<file path="src/rtl/nib_mult8.sv">
module nib_mult8 #(
  parameter int NIB = 4
) (
  input  logic [2*NIB-1:0] a,
  input  logic [2*NIB-1:0] b,
  output logic [4*NIB-1:0] prod
);
  localparam int W  = 2 * NIB;
  localparam int FW = 3 * NIB;

  logic [W-1:0] pp [4];

  for (genvar m = 0; m < 4; m++) begin : g_arr
    logic [NIB-1:0] opa, opb;
    logic [NIB:0][NIB:0] sm;
    logic [NIB-1:0][NIB:0] cy;

    assign opa = (m % 2 == 1) ? a[W-1:NIB] : a[NIB-1:0];
    assign opb = (m / 2 == 1) ? b[W-1:NIB] : b[NIB-1:0];

    for (genvar i = 0; i < NIB; i++) begin : g_row
      for (genvar j = 0; j < NIB; j++) begin : g_col
        logic x, si, ci;
        assign x  = opa[i] & opb[j];
        assign si = sm[i][j+1];
        assign ci = cy[i][j];
        assign sm[i+1][j]  = si ^ x ^ ci;
        assign cy[i][j+1]  = (si & x) | (ci & (si ^ x));
        if (i == 0) begin : g_top
          assign sm[0][j+1] = 1'b0;
        end
        if (j == NIB-1) begin : g_left
          assign sm[i+1][NIB] = cy[i][NIB];
        end
        if (j == 0) begin : g_right
          assign cy[i][0] = 1'b0;
          assign pp[m][i] = sm[i+1][0];
        end
        if (i == NIB-1) begin : g_bot
          assign pp[m][NIB+j] = sm[NIB][j+1];
        end
      end
    end

    if (m == 0) begin : g_unused_top
      logic unused_top;
      assign unused_top = sm[0][0];
    end else begin : g_unused_top_n
      logic unused_top;
      assign unused_top = sm[0][0];
    end

    always_comb begin
      AST_SUBARRAY_OK: assert (pp[m] == W'(opa) * W'(opb))
        else $error("array %0d: %h*%h gave %h", m, opa, opb, pp[m]);
    end
  end

  logic [NIB-1:0] ll_h, hl_l, hl_h, lh_l, lh_h, hh_l, hh_h;
  assign ll_h = pp[0][W-1:NIB];
  assign hl_l = pp[1][NIB-1:0];
  assign hl_h = pp[1][W-1:NIB];
  assign lh_l = pp[2][NIB-1:0];
  assign lh_h = pp[2][W-1:NIB];
  assign hh_l = pp[3][NIB-1:0];
  assign hh_h = pp[3][W-1:NIB];

  logic [NIB-1:0] s_lo, c_lo, s_hi, c_hi;
  assign s_lo = hl_l ^ lh_l ^ ll_h;
  assign c_lo = (hl_l & lh_l) | (hl_l & ll_h) | (lh_l & ll_h);
  assign s_hi = hl_h ^ lh_h ^ hh_l;
  assign c_hi = (hl_h & lh_h) | (hl_h & hh_l) | (lh_h & hh_l);

  logic [FW-1:0] va, vb;
  logic [FW:0]   fsum;
  assign va   = {hh_h, s_hi, s_lo};
  assign vb   = {{(NIB-1){1'b0}}, c_hi, c_lo, 1'b0};
  assign fsum = {1'b0, va} + {1'b0, vb};

  assign prod = {fsum[FW-1:0], pp[0][NIB-1:0]};

  always_comb begin
    AST_CSA_LOW_KEEPS_VALUE: assert ((W'(s_lo) + (W'(c_lo) << 1)) == (W'(hl_l) + W'(lh_l) + W'(ll_h)))
      else $error("low carry-save group lost value");
    AST_CSA_HIGH_KEEPS_VALUE: assert ((W'(s_hi) + (W'(c_hi) << 1)) == (W'(hl_h) + W'(lh_h) + W'(hh_l)))
      else $error("high carry-save group lost value");
    AST_NO_OVERFLOW: assert (fsum[FW] == 1'b0)
      else $error("final adder carried out");
    AST_PRODUCT_MATCH: assert (prod == (4*NIB)'(a) * (4*NIB)'(b))
      else $error("product %h for %h*%h", prod, a, b);
  end
endmodule

</file>
<file path="config.mk">
export PLATFORM = sky130hd
export DESIGN_NAME = nib_mult8
export DESIGN_NICKNAME = d
export VERILOG_FILES = /design/src/rtl/nib_mult8.sv
export SDC_FILE = /design/constraint.sdc
export NUM_CORES = 1
export LEC_CHECK = 0
export BUFFER_PORTS_ARGS = -buffer_cell sky130_fd_sc_hd__buf_2
export CELL_PAD_IN_SITES_DETAIL_PLACEMENT = 1
export CELL_PAD_IN_SITES_GLOBAL_PLACEMENT = 1
export CORE_MARGIN = 3
export CORE_UTILIZATION = 49
export DETAILED_ROUTE_END_ITERATION = 12
export PLACE_DENSITY = 0.95
export SYNTH_ARGS = -nofsm -noshare
export SYNTH_HDL_FRONTEND = slang
export SYNTH_SLANG_ARGS = --single-unit
</file>
<file path="constraint.sdc">
create_clock -name vclk -period 14.2
set_input_delay 0.71 -clock vclk [all_inputs]
set_output_delay 0.71 -clock vclk [all_outputs]
set_load 0.03 [all_outputs]
</file>
* Word-level counts from Yosys, hierarchy flattened
Cells that the tools add are included.
** Storage, ports and cells
- Flip-flop bits (word level) :: 0
- Input bits :: 16
- Output and inout bits :: 16
- Logic and storage cells :: 271
** Cells by class
- Add/subtract/negate cells :: 1
- Bitwise logic cells :: 270
** Operators by type and width (count)
- 1-bit AND :: 144
- 1-bit XOR :: 80
- 1-bit bitwise OR :: 32
- 4-bit AND :: 6
- 4-bit bitwise OR :: 4
- 4-bit XOR :: 4
- 12-bit by 9-bit adder with 12-bit output :: 1

* Logic depth before layout (Yosys ltp)
Gate-level depths: netlist of run 1.
- Depth in word-level cells :: 20
- Mapped depth :: 23
- Depth with buffers taken out :: 23

* Worst setup path after synthesis of run 1
Ideal clock, no wire load.
- Path type :: input to output
- From :: input b[1]
- To :: output prod[14]
- Data arrival time :: 6.099 ns
- Required time :: 13.490 ns
- Setup slack :: 7.391 ns
- Stages on the path :: 19
- Path buffers :: 0
- Cell sequence :: and2_1 ha_1 inv_1 fa_1 inv_1 fa_1 fa_1 fa_1 fa_1 fa_1 inv_1 fa_1 fa_1 inv_1 ha_1 a21oi_2 o2111ai_2 and3_2 nor4b_2
** Between the ends
- Word-level cells in the longest chain between the ends :: 20
- Elaborated cells on any way between the ends :: 111
- Classes of those cells :: add/sub: 1; bitwise: 110
** Ends and longest elaborated chain
- from (decl) :: RTL line 5 : input logic [2*NIB-1:0] b,
- 1-bit AND :: RTL line 24 : assign x = opa[i] & opb[j];
- 1-bit AND or 1-bit XOR (tied branches) :: RTL line 28, 27
- 1-bit AND :: RTL line 28 : assign cy[i][j+1] = (si & x) | (ci & (si ^ x));
- 1-bit bitwise OR :: RTL line 28
- 1-bit AND or 1-bit XOR (tied branches) :: RTL line 28, 27
- 1-bit bitwise OR or 1-bit XOR (tied branches) :: RTL line 28, 27
- 1-bit XOR or 1-bit AND (tied branches) :: RTL line 27, 28
- 1-bit XOR or 1-bit bitwise OR (tied branches) :: RTL line 27, 28
- (+3 left out)
- 1-bit bitwise OR or 1-bit XOR (tied branches) :: RTL line 28, 27
- 1-bit AND :: RTL line 28
- 1-bit bitwise OR :: RTL line 28
- 1-bit AND :: RTL line 28
- 1-bit bitwise OR :: RTL line 28
- 4-bit AND (on tied branches) :: RTL line 70, 72
- 4-bit bitwise OR (on tied branches) (2 in series) :: RTL line 70, 72
- 12-bit by 9-bit adder with 12-bit output * :: RTL line 78 : assign fsum = {1'b0, va} + {1'b0, vb};
- to (decl) :: RTL line 6 : output logic [4*NIB-1:0] prod
Every way passes the cells marked *; elsewhere a longest branch is shown, timed or not.

* Worst setup path after layout of run 1
Ends and elaborated chain as after synthesis.

==> results.ini, run 1 <==
[run_status]
status = completed

[timing]
setup_ws_ns = 7.066
hold_viol = 0
hold_ws_ns = 1.860
rsz0062_at_grt = false
finalCritPeriodShare_pct = 50.24
tightestPinTransition_ns = 0.3129
fin_tns_setup_ns = 0
fmax_mhz = 140.2
fin_crit_ns = 7.134
relSlewSlack_pct = 79.14
setup_viol = 0
drv_slew = 0

[die]
coreArea_um2 = 3826
start_util_pct = 52.98
pin_count = 32
die_area_um2 = 4944
die_h_um = 70.32
rows = 22
die_w_um = 70.32

[place]
place_hpwl_um = 4660
placed_area_um2 = 2240
place_ws_ns = 7.009
place_congestion = 0.8300
io_buffers = 32

[clock_network]
ctsHoldBuffers = 0
postCtsResizedCells = 0
post_cts_buffers = 0

[route]
drc = 0
vias = 1663
dr.pass1.iters = 4
drt.antenna.violating_nets = 0
drt_iter0_drc = 27
vias_per_cell = 5.213
wl_per_cell_um = 15.97
wl_um = 5095

[global_routing]
grt_pass1_wl_um = 8763
grt_pass1_vias = 1951
grt_overflow = 0
grt_max_degree = 9
grt_antenna_before_repair = 0
grt_usage_pct = 21.91

[worst_setup_path]
crit_path_top_delay_cell = fa_1
crit_chain = buf_2, and2_1, ha_1, inv_1, fa_1, inv_1, fa_1, fa_1, fa_1, fa_1, fa_1, inv_1, fa_1, fa_1, inv_1, ha_1, a21oi_2, o2111ai_2, and3_2, nor4b_2, buf_2
critPathMaxStageDelay_ns = 0.55
setup.worst_path.start_class = input pin
critPathBufInv = 6
crit_type = input pin to output pin
critPathArrivalTime_ns = 6.42
crit_fanout = 8
crit_path_end_kind = output pin
critPathTopFamily = adder cells
required_ns = 13.49
crit_top_cell = fa_1

[synthesis]
syn_nets = 321
synth_cell_types = 26
synth_warnings = 0
yosysSeqAreaShare_pct = 0
syn_area_per_cell_um2 = 8.446
syn_inst = 240
netlist_area_um2 = 2027

[cells_and_area]
fillers = 494
nFlopsAndLatches = 0
syn2layout_area_growth_pct = 10.49
fin_util_pct = 58.54
seqCellArea_um2 = 0
nets = 354
drive_above_1_share_pct = 14.76
postLayoutCellArea_um2 = 2240
diodes = 0
final_cell_mix = 59 x inv_1, 44 x and2_1, 41 x fa_1
final_common_cell = inv_1
clockBufferCount = 0

[power]
pwr_density_cell_nw_per_um2 = 155.7
p_leak_uw = 0.001208
ir_drop_uv = 123.6

[min_path]
hp-class = input pin to output pin

[run]
maxCapViolCount = 0

## power breakdown
part           switching [uW]  internal (uW)  total (uW)
clock                       0              0           0
sequential                  0              0           0
combinational             229            120         349
total                     229            120         349
## Yosys cell counts (all sizes together) (2+ instances only)
master,number,share of area [%]
a211oi,2,0.74
a21oi,6,2.0
and2,44,14
fa,41,40
ha,24,15
inv,59,11
nand2,29,5.4
nand2b,2,0.62
nand3,5,1.5
nand3b,2,0.74
nor2,6,1.1
nor3,2,0.49
o2111ai,2,1.2
o21ai,3,0.74
xnor2,3,1.3
xor2,3,1.3
## layout make-up
class | count | area, um2 | share of cell area [%]
inverters | 59 | 221.5 | 9.888
well taps | 48 | 60.06 | 2.682
multi-input cells | 180 | 1798 | 80.28
repair buffers | 32 | 160.2 | 7.151
## tightest hold or removal path: stages
cell    delay (ns)
buf_2         0.13
and2_1        0.14
buf_2         0.17
## worst paths after layout
check | cells after the start | startpoint | endpoint | slack, ns
worst max-delay path | 21 | b[1] | prod[14] | 7.07
worst min-delay path | 3 | b[0] | prod[0] | 1.86
## through the flow
| step | power [uW] | instances |
|---|---|---|
| after floorplan | 264.2 | 240 |
| after global routing | 385.9 | 319 |
| after detailed placement | 352.2 | 319 |
| final | 348.8 | 319 |
| after global placement | 335.4 | 319 |
| after CTS | 353.9 | 319 |
## metal layers
metal | up-vias | global-route usage (%) | wire (um)
li1 | 785 | - | -
met1 | 824 | 23.49 | 1930
met2 | 36 | 43.76 | 2821
met3 | 18 | 1.727 | 136
met4 | 0 | 7.447 | 206
met5 | - | 0 | 0
## cells by family after synthesis
kind of cell               share of synthesized area (%)
and+or+nand+nor                                    24.81
adders and majority gates                          55.31
buffers and inverters                              11.30
AOI/OAI and AO/OA                                  5.987
xor gates and xnor gates                           2.593
No activity file was read; power rests on OpenSTA's default activity.
==> run 2: changes to the inputs <==
- ABC_AREA: default -> 1
- CORE_UTILIZATION: 49 -> 43
- clock period: 14.2 -> 6.7 ns (I/O delays scaled with it)
==> run 2 against run 1 <==
Against the previous run: design area grew 5.5%; final cell count grew 29%; combinational power up 110%; worst setup slack lost 6.5 ns; worst hold slack got worse by 0.78 ns; routed wire length increased by 17%; via count increased by 16%; critical path depth up 3; die area is 21% higher; sequential share of layout area unchanged; synthesized area is 7.8% higher; global-route usage rose by 0.083 points.
==> results.ini, run 2 <==
[min_path]
min_to = prod[0]
min_path_cells = 4  ; +1
hp-class = input pin to output pin
min_from = b[0]

[cells_and_area]
nets = 428  ; +21%
syn2layout_area_growth_pct = 8.071
final_cell_count_no_fill = 412  ; +29%
clockBufferCount = 0  ; unchanged
diodes = 0  ; unchanged
fillers = 683  ; +38%
seqCellArea_um2 = 0  ; unchanged
final_common_cell = inv_1
drive_above_1_share_pct = 10.72  ; -4.0 points
postLayoutCellArea_um2 = 2362  ; +5.5%
multi_input_area_um2 = 1694  ; -5.8%
nFlopsAndLatches = 0  ; unchanged
final_cell_mix = 113 x inv_1, 104 x nand2_1, 41 x fa_1

[timing]
drv_slew = 0  ; unchanged
fin_crit_ns = 6.140
fmax_mhz = 162.9
finalCritPeriodShare_pct = 91.64
relSlewSlack_pct = 86.25  ; +7.1 points
hold_ws_ns = 1.085  ; -0.7753 ns
setup_viol = 0  ; unchanged
tightestPinTransition_ns = 0.2058  ; -0.1071 ns
hold_viol = 0  ; unchanged
fin_tns_setup_ns = 0  ; unchanged
rsz0062_at_grt = false

[synthesis]
syn_nets = 411  ; +28%
synth_cell_types = 16  ; -38%
synth-xor-area-share_pct = 1.603  ; -0.99 points
netlist_area_um2 = 2186  ; +7.8%
synth_simple_gate_area_share_pct = 23.13  ; -1.7 points
yosysMostFrequentCell = inv_1
synth_compound_area_share_pct = 1.488  ; -4.5 points
synthAdderAreaFrac_pct = 51.29  ; -4.0 points
syn_inst = 330  ; +38%
synth.area.mux_share_pct = 0  ; unchanged
ys_top_cells_by_count = 113 x inv_1, 104 x nand2_1, 41 x fa_1
yosysTopAreaCell = fa_1
yosys.area.top_type_share_pct = 37.55  ; -2.9 points
synth_top_family_by_area = adder cells
synth_warnings = 0  ; unchanged
syn_area_per_cell_um2 = 6.624  ; -22%
ys_top_cells_by_area = fa_1 38%, inv_1 19%, nand2_1 18%
yosysSeqAreaShare_pct = 0  ; unchanged

[global_routing]
use_met1_pct = 24.19  ; +0.69 points
grtUsageMet2_pct = 45.94  ; +2.2 points
grt_use_met3_pct = 0.3521  ; -1.4 points
grt_pass1_wl_um = 10450  ; +19%
grt_antenna_before_repair = 0  ; unchanged
grt_usage_pct = 21.99  ; +0.083 points
grt_overflow = 0  ; unchanged
grt_max_degree = 9  ; unchanged
grt_pass1_vias = 2295  ; +18%
grt_busiest_layer = met2

[worst_setup_path]
setup.worst_path.start_class = input pin
crit_fanout = 8  ; unchanged
crit_path_end_kind = output pin
critPathArrivalTime_ns = 5.80  ; -0.62 ns
required_ns = 6.36  ; -7.13 ns
crit_type = input pin to output pin

[route]
drc = 0  ; unchanged
drt_iter0_drc = 49  ; +81%
vias = 1929  ; +16%
vias_per_cell = 4.682  ; -10%
wl_um = 5941  ; +17%
wl_per_cell_um = 14.42  ; -9.7%
drt.antenna.violating_nets = 0  ; unchanged
dr.pass1.iters = 4  ; unchanged

[die]
die_h_um = 77.30  ; +9.9%
rows = 25  ; +14%
coreArea_um2 = 4817  ; +26%
start_util_pct = 45.38  ; -7.6 points
die_w_um = 77.30  ; +9.9%
pin_count = 32  ; unchanged
die_area_um2 = 5975  ; +21%

[power]
pwr_density_cell_nw_per_um2 = 311.2  ; +100%
power.total_uw = 735.1  ; +110%
ir_drop_uv = 184.0  ; +49%
p_leak_uw = 0.001657  ; +37%

[place]
place_congestion = 0.8364  ; +0.77%
placedCellCount = 412  ; +29%
placed_area_um2 = 2362  ; +5.5%
place_hpwl_um = 5333  ; +14%
io_buffers = 32  ; unchanged

[clock_network]
postCtsResizedCells = 0  ; unchanged
ctsHoldBuffers = 0  ; unchanged
post_cts_buffers = 0  ; unchanged

[run_status]
status = completed

[run]
maxCapViolCount = 0  ; unchanged

==> run 2: kinds of logic (layout without fill, tap and decap cells) <==
| group | count (synthesis) | after routing |
|---|---|---|
| xor+xnor | 4 | 4 |
| compound gates | 4 | 4 |
| simple gates | 127 | 127 |
| buf+inv | 130 | 145 |
| fa+ha+maj | 65 | 65 |
==> run 2: area by class of cell <==
class | count | share of cell area [%]
Timing Repair Buffer | 32 | 6.780
Tap cell | 67 | 3.549
Multi-Input combinational cell | 200 | 71.72
Inverter | 113 | 17.96
==> run 2: power breakdown <==
part           switching [uW]  internal (uW)
sequential                  0              0
clock                       0              0
combinational             499            236
==> run 2: how the worst max path moves through the flow <==
stage / start / endpoint / cells after the start
2_1_floorplan: b[1] / prod[9] / 20
3_5_place_dp: a[0] / prod[13] / 24
5_1_grt: b[1] / prod[11] / 24
3_3_place_gp: b[1] / prod[13] / 24
4_1_cts: a[0] / prod[13] / 24
6_report: a[0] / prod[13] / 24
==> run 2: stage by stage <==
stage,worst slack [ns],utilization (%)
finish,0.5601,49.04
global route,0.3085,49.04
CTS,0.5529,49.04
detailed placement,0.5735,49.04
global placement,0.8511,49.04
floorplan,0.8394,-
==> run 2: worst max-delay path, stage by stage <==
cell	delay, ns
buf_2	0.17
nand2_1	0.08
inv_1	0.06
ha_1	0.13
inv_1	0.05
fa_1	0.35
inv_1	0.09
fa_1	0.45
fa_1	0.46
fa_1	0.47
fa_1	0.49
fa_1	0.43
inv_1	0.09
fa_1	0.43
fa_1	0.49
fa_1	0.44
inv_1	0.10
nand3_1	0.07
nand3_1	0.15
nand2_1	0.09
nand2_1	0.07
nand2_1	0.05
nand2_1	0.06
buf_2	0.19
==> run 2: layer usage <==
metal	vias up	part of all wire [%]
li1	934	-
met1	957	40
met2	26	56
met3	12	1.2
met4	0	2.4
met5	-	0
==> run 3: changes to the inputs <==
- CORE_ASPECT_RATIO: default -> 0.75
- clock period: 6.7 -> 7 ns (I/O delays scaled with it)
==> run 3 against run 2 <==
Against the previous run: combinational power decreased by 3.7%; routed wire length grew 5.7%; worst setup slack improved by 0.23 ns; power shrank 3.7%; critical path depth stayed put; first-iteration DRC count is 96% higher; sequential share of layout area is the same; sequential cell count unchanged; non-clock buffer count did not move; via count is 3.5% higher; clock-buffer cell count is the same; worst hold slack improved by 0.049 ns; critical path type unchanged; largest power group unchanged; highest routed layer unchanged.
==> results.ini, run 3 (same netlist as run 2, synthesis figures left out) <==
[cells_and_area]
fillers = 651  ; -4.7%
fin_util_pct = 50.24  ; +1.2 points
clockBufferCount = 0  ; unchanged
nFlopsAndLatches = 0  ; unchanged
syn2layout_area_growth_pct = 7.498
final_common_cell = inv_1
final_cell_mix = 113 x inv_1, 104 x nand2_1, 41 x fa_1
nets = 428  ; unchanged
seqCellArea_um2 = 0  ; unchanged
drive_above_1_share_pct = 10.72  ; unchanged
multi_input_area_um2 = 1694  ; unchanged
diodes = 0  ; unchanged

[clock_network]
postCtsResizedCells = 0  ; unchanged
post_cts_buffers = 0  ; unchanged
ctsHoldBuffers = 0  ; unchanged

[run_status]
status = completed

[timing]
fmax_mhz = 161.0
tightestPinTransition_ns = 0.1987  ; -0.007077 ns
relSlewSlack_pct = 86.75  ; +0.50 points
rsz0062_at_grt = false
drv_slew = 0  ; unchanged
fin_crit_ns = 6.211
fin_tns_setup_ns = 0  ; unchanged
setup_viol = 0  ; unchanged
finalCritPeriodShare_pct = 88.73
hold_viol = 0  ; unchanged

[route]
drt.antenna.violating_nets = 0  ; unchanged
dr.pass1.iters = 4  ; unchanged
drc = 0  ; unchanged
drt_iter0_drc = 96  ; +96%
vias = 1996  ; +3.5%
wl_per_cell_um = 15.63  ; +8.4%
vias_per_cell = 4.965  ; +6.0%
wl_um = 6282  ; +5.7%

[worst_setup_path]
critPathArrivalTime_ns = 5.86  ; +0.06 ns
crit_type = input pin to output pin
setup.worst_path.start_class = input pin
crit_path_end_kind = output pin
required_ns = 6.65  ; +0.29 ns
crit_fanout = 8  ; unchanged

[die]
die_area_um2 = 5984  ; +0.15%
pin_count = 32  ; unchanged
start_util_pct = 46.74  ; +1.4 points
rows = 21  ; -16%
die_h_um = 67.75  ; -12%
coreArea_um2 = 4677  ; -2.9%
die_w_um = 88.33  ; +14%

[global_routing]
grt_busiest_layer = met2
grt_overflow = 0  ; unchanged
grt_usage_pct = 23.93  ; +1.9 points
use_met1_pct = 26.98  ; +2.8 points
grt_pass1_vias = 2398  ; +4.5%
grt_pass1_wl_um = 10960  ; +4.8%
grtUsageMet2_pct = 46.74  ; +0.79 points
grt_use_met3_pct = 2.439  ; +2.1 points
grt_antenna_before_repair = 0  ; unchanged
grt_max_degree = 9  ; unchanged

[power]
pwr-share-comb_pct = 100.0  ; about the same
power.internal_uw = 224.1  ; -5.0%
p_seq_share_pct = 0  ; unchanged
sw_frac_of_total_pct = 68.34  ; +0.45 points
p_leak_uw = 0.001657  ; unchanged
power.total_uw = 708.0  ; -3.7%
pwr_density_cell_nw_per_um2 = 301.3  ; -3.2%
switchingPower_uw = 483.8  ; -3.0%
ir_drop_uv = 151.9  ; -17%
clkPwrFrac_pct = 0  ; unchanged

[run]
maxCapViolCount = 0  ; unchanged

[place]
place_hpwl_um = 5758  ; +8.0%
io_buffers = 32  ; unchanged
place_congestion = 0.8286  ; -0.93%

[min_path]
min_path_cells = 4  ; unchanged
hp-class = input pin to output pin

==> run 3: cell type report <==
type	count	area share (%)
multi-input cells	200	72.10
inverters	113	18.05
repair buffers	32	6.816
well taps	57	3.035
==> run 3: power groups by stage <==
stage          clock network [uW]  logic [uW]  registers, uW
2_1_floorplan                   0         529              0
3_3_place_gp                    0         668              0
3_5_place_dp                    0         709              0
4_1_cts                         0         714              0
5_1_grt                         0         789              0
6_report                        0         708              0
==> run 3: path summary, 6_finish.rpt <==
kind              startpoint        to
setup / recovery        a[0]  prod[11]
hold / removal          b[0]   prod[0]
==> run 3: critical path: stages <==
cell	delay, ns
buf_2	0.18
nand2_1	0.09
inv_1	0.08
ha_1	0.17
inv_1	0.06
fa_1	0.36
inv_1	0.08
fa_1	0.43
fa_1	0.45
fa_1	0.49
fa_1	0.48
fa_1	0.38
inv_1	0.07
fa_1	0.43
fa_1	0.50
fa_1	0.45
inv_1	0.10
nand3_1	0.07
nand3_1	0.15
nand2_1	0.12
nand2_1	0.08
nand2_1	0.06
nand2_1	0.05
buf_2	0.19
==> run 3: routing by layer <==
layer / wire [um] / vias up
met5: 0 / -
met4: 230 / 0
met3: 185 / 26
met2: 3265 / 53
met1: 2600 / 982
li1: - / 935
==> run 3: through the flow <==
stage	area [um2]	hold WS, ns	worst slack, ns	cells
4_1_cts	2350	1.124	0.8003	402
2_1_floorplan	2186	1.098	1.109	330
3_5_place_dp	2350	1.123	0.8052	402
3_3_place_gp	2350	1.092	1.115	402
6_report	2350	1.134	0.7887	402
5_1_grt	2350	1.151	0.5530	402
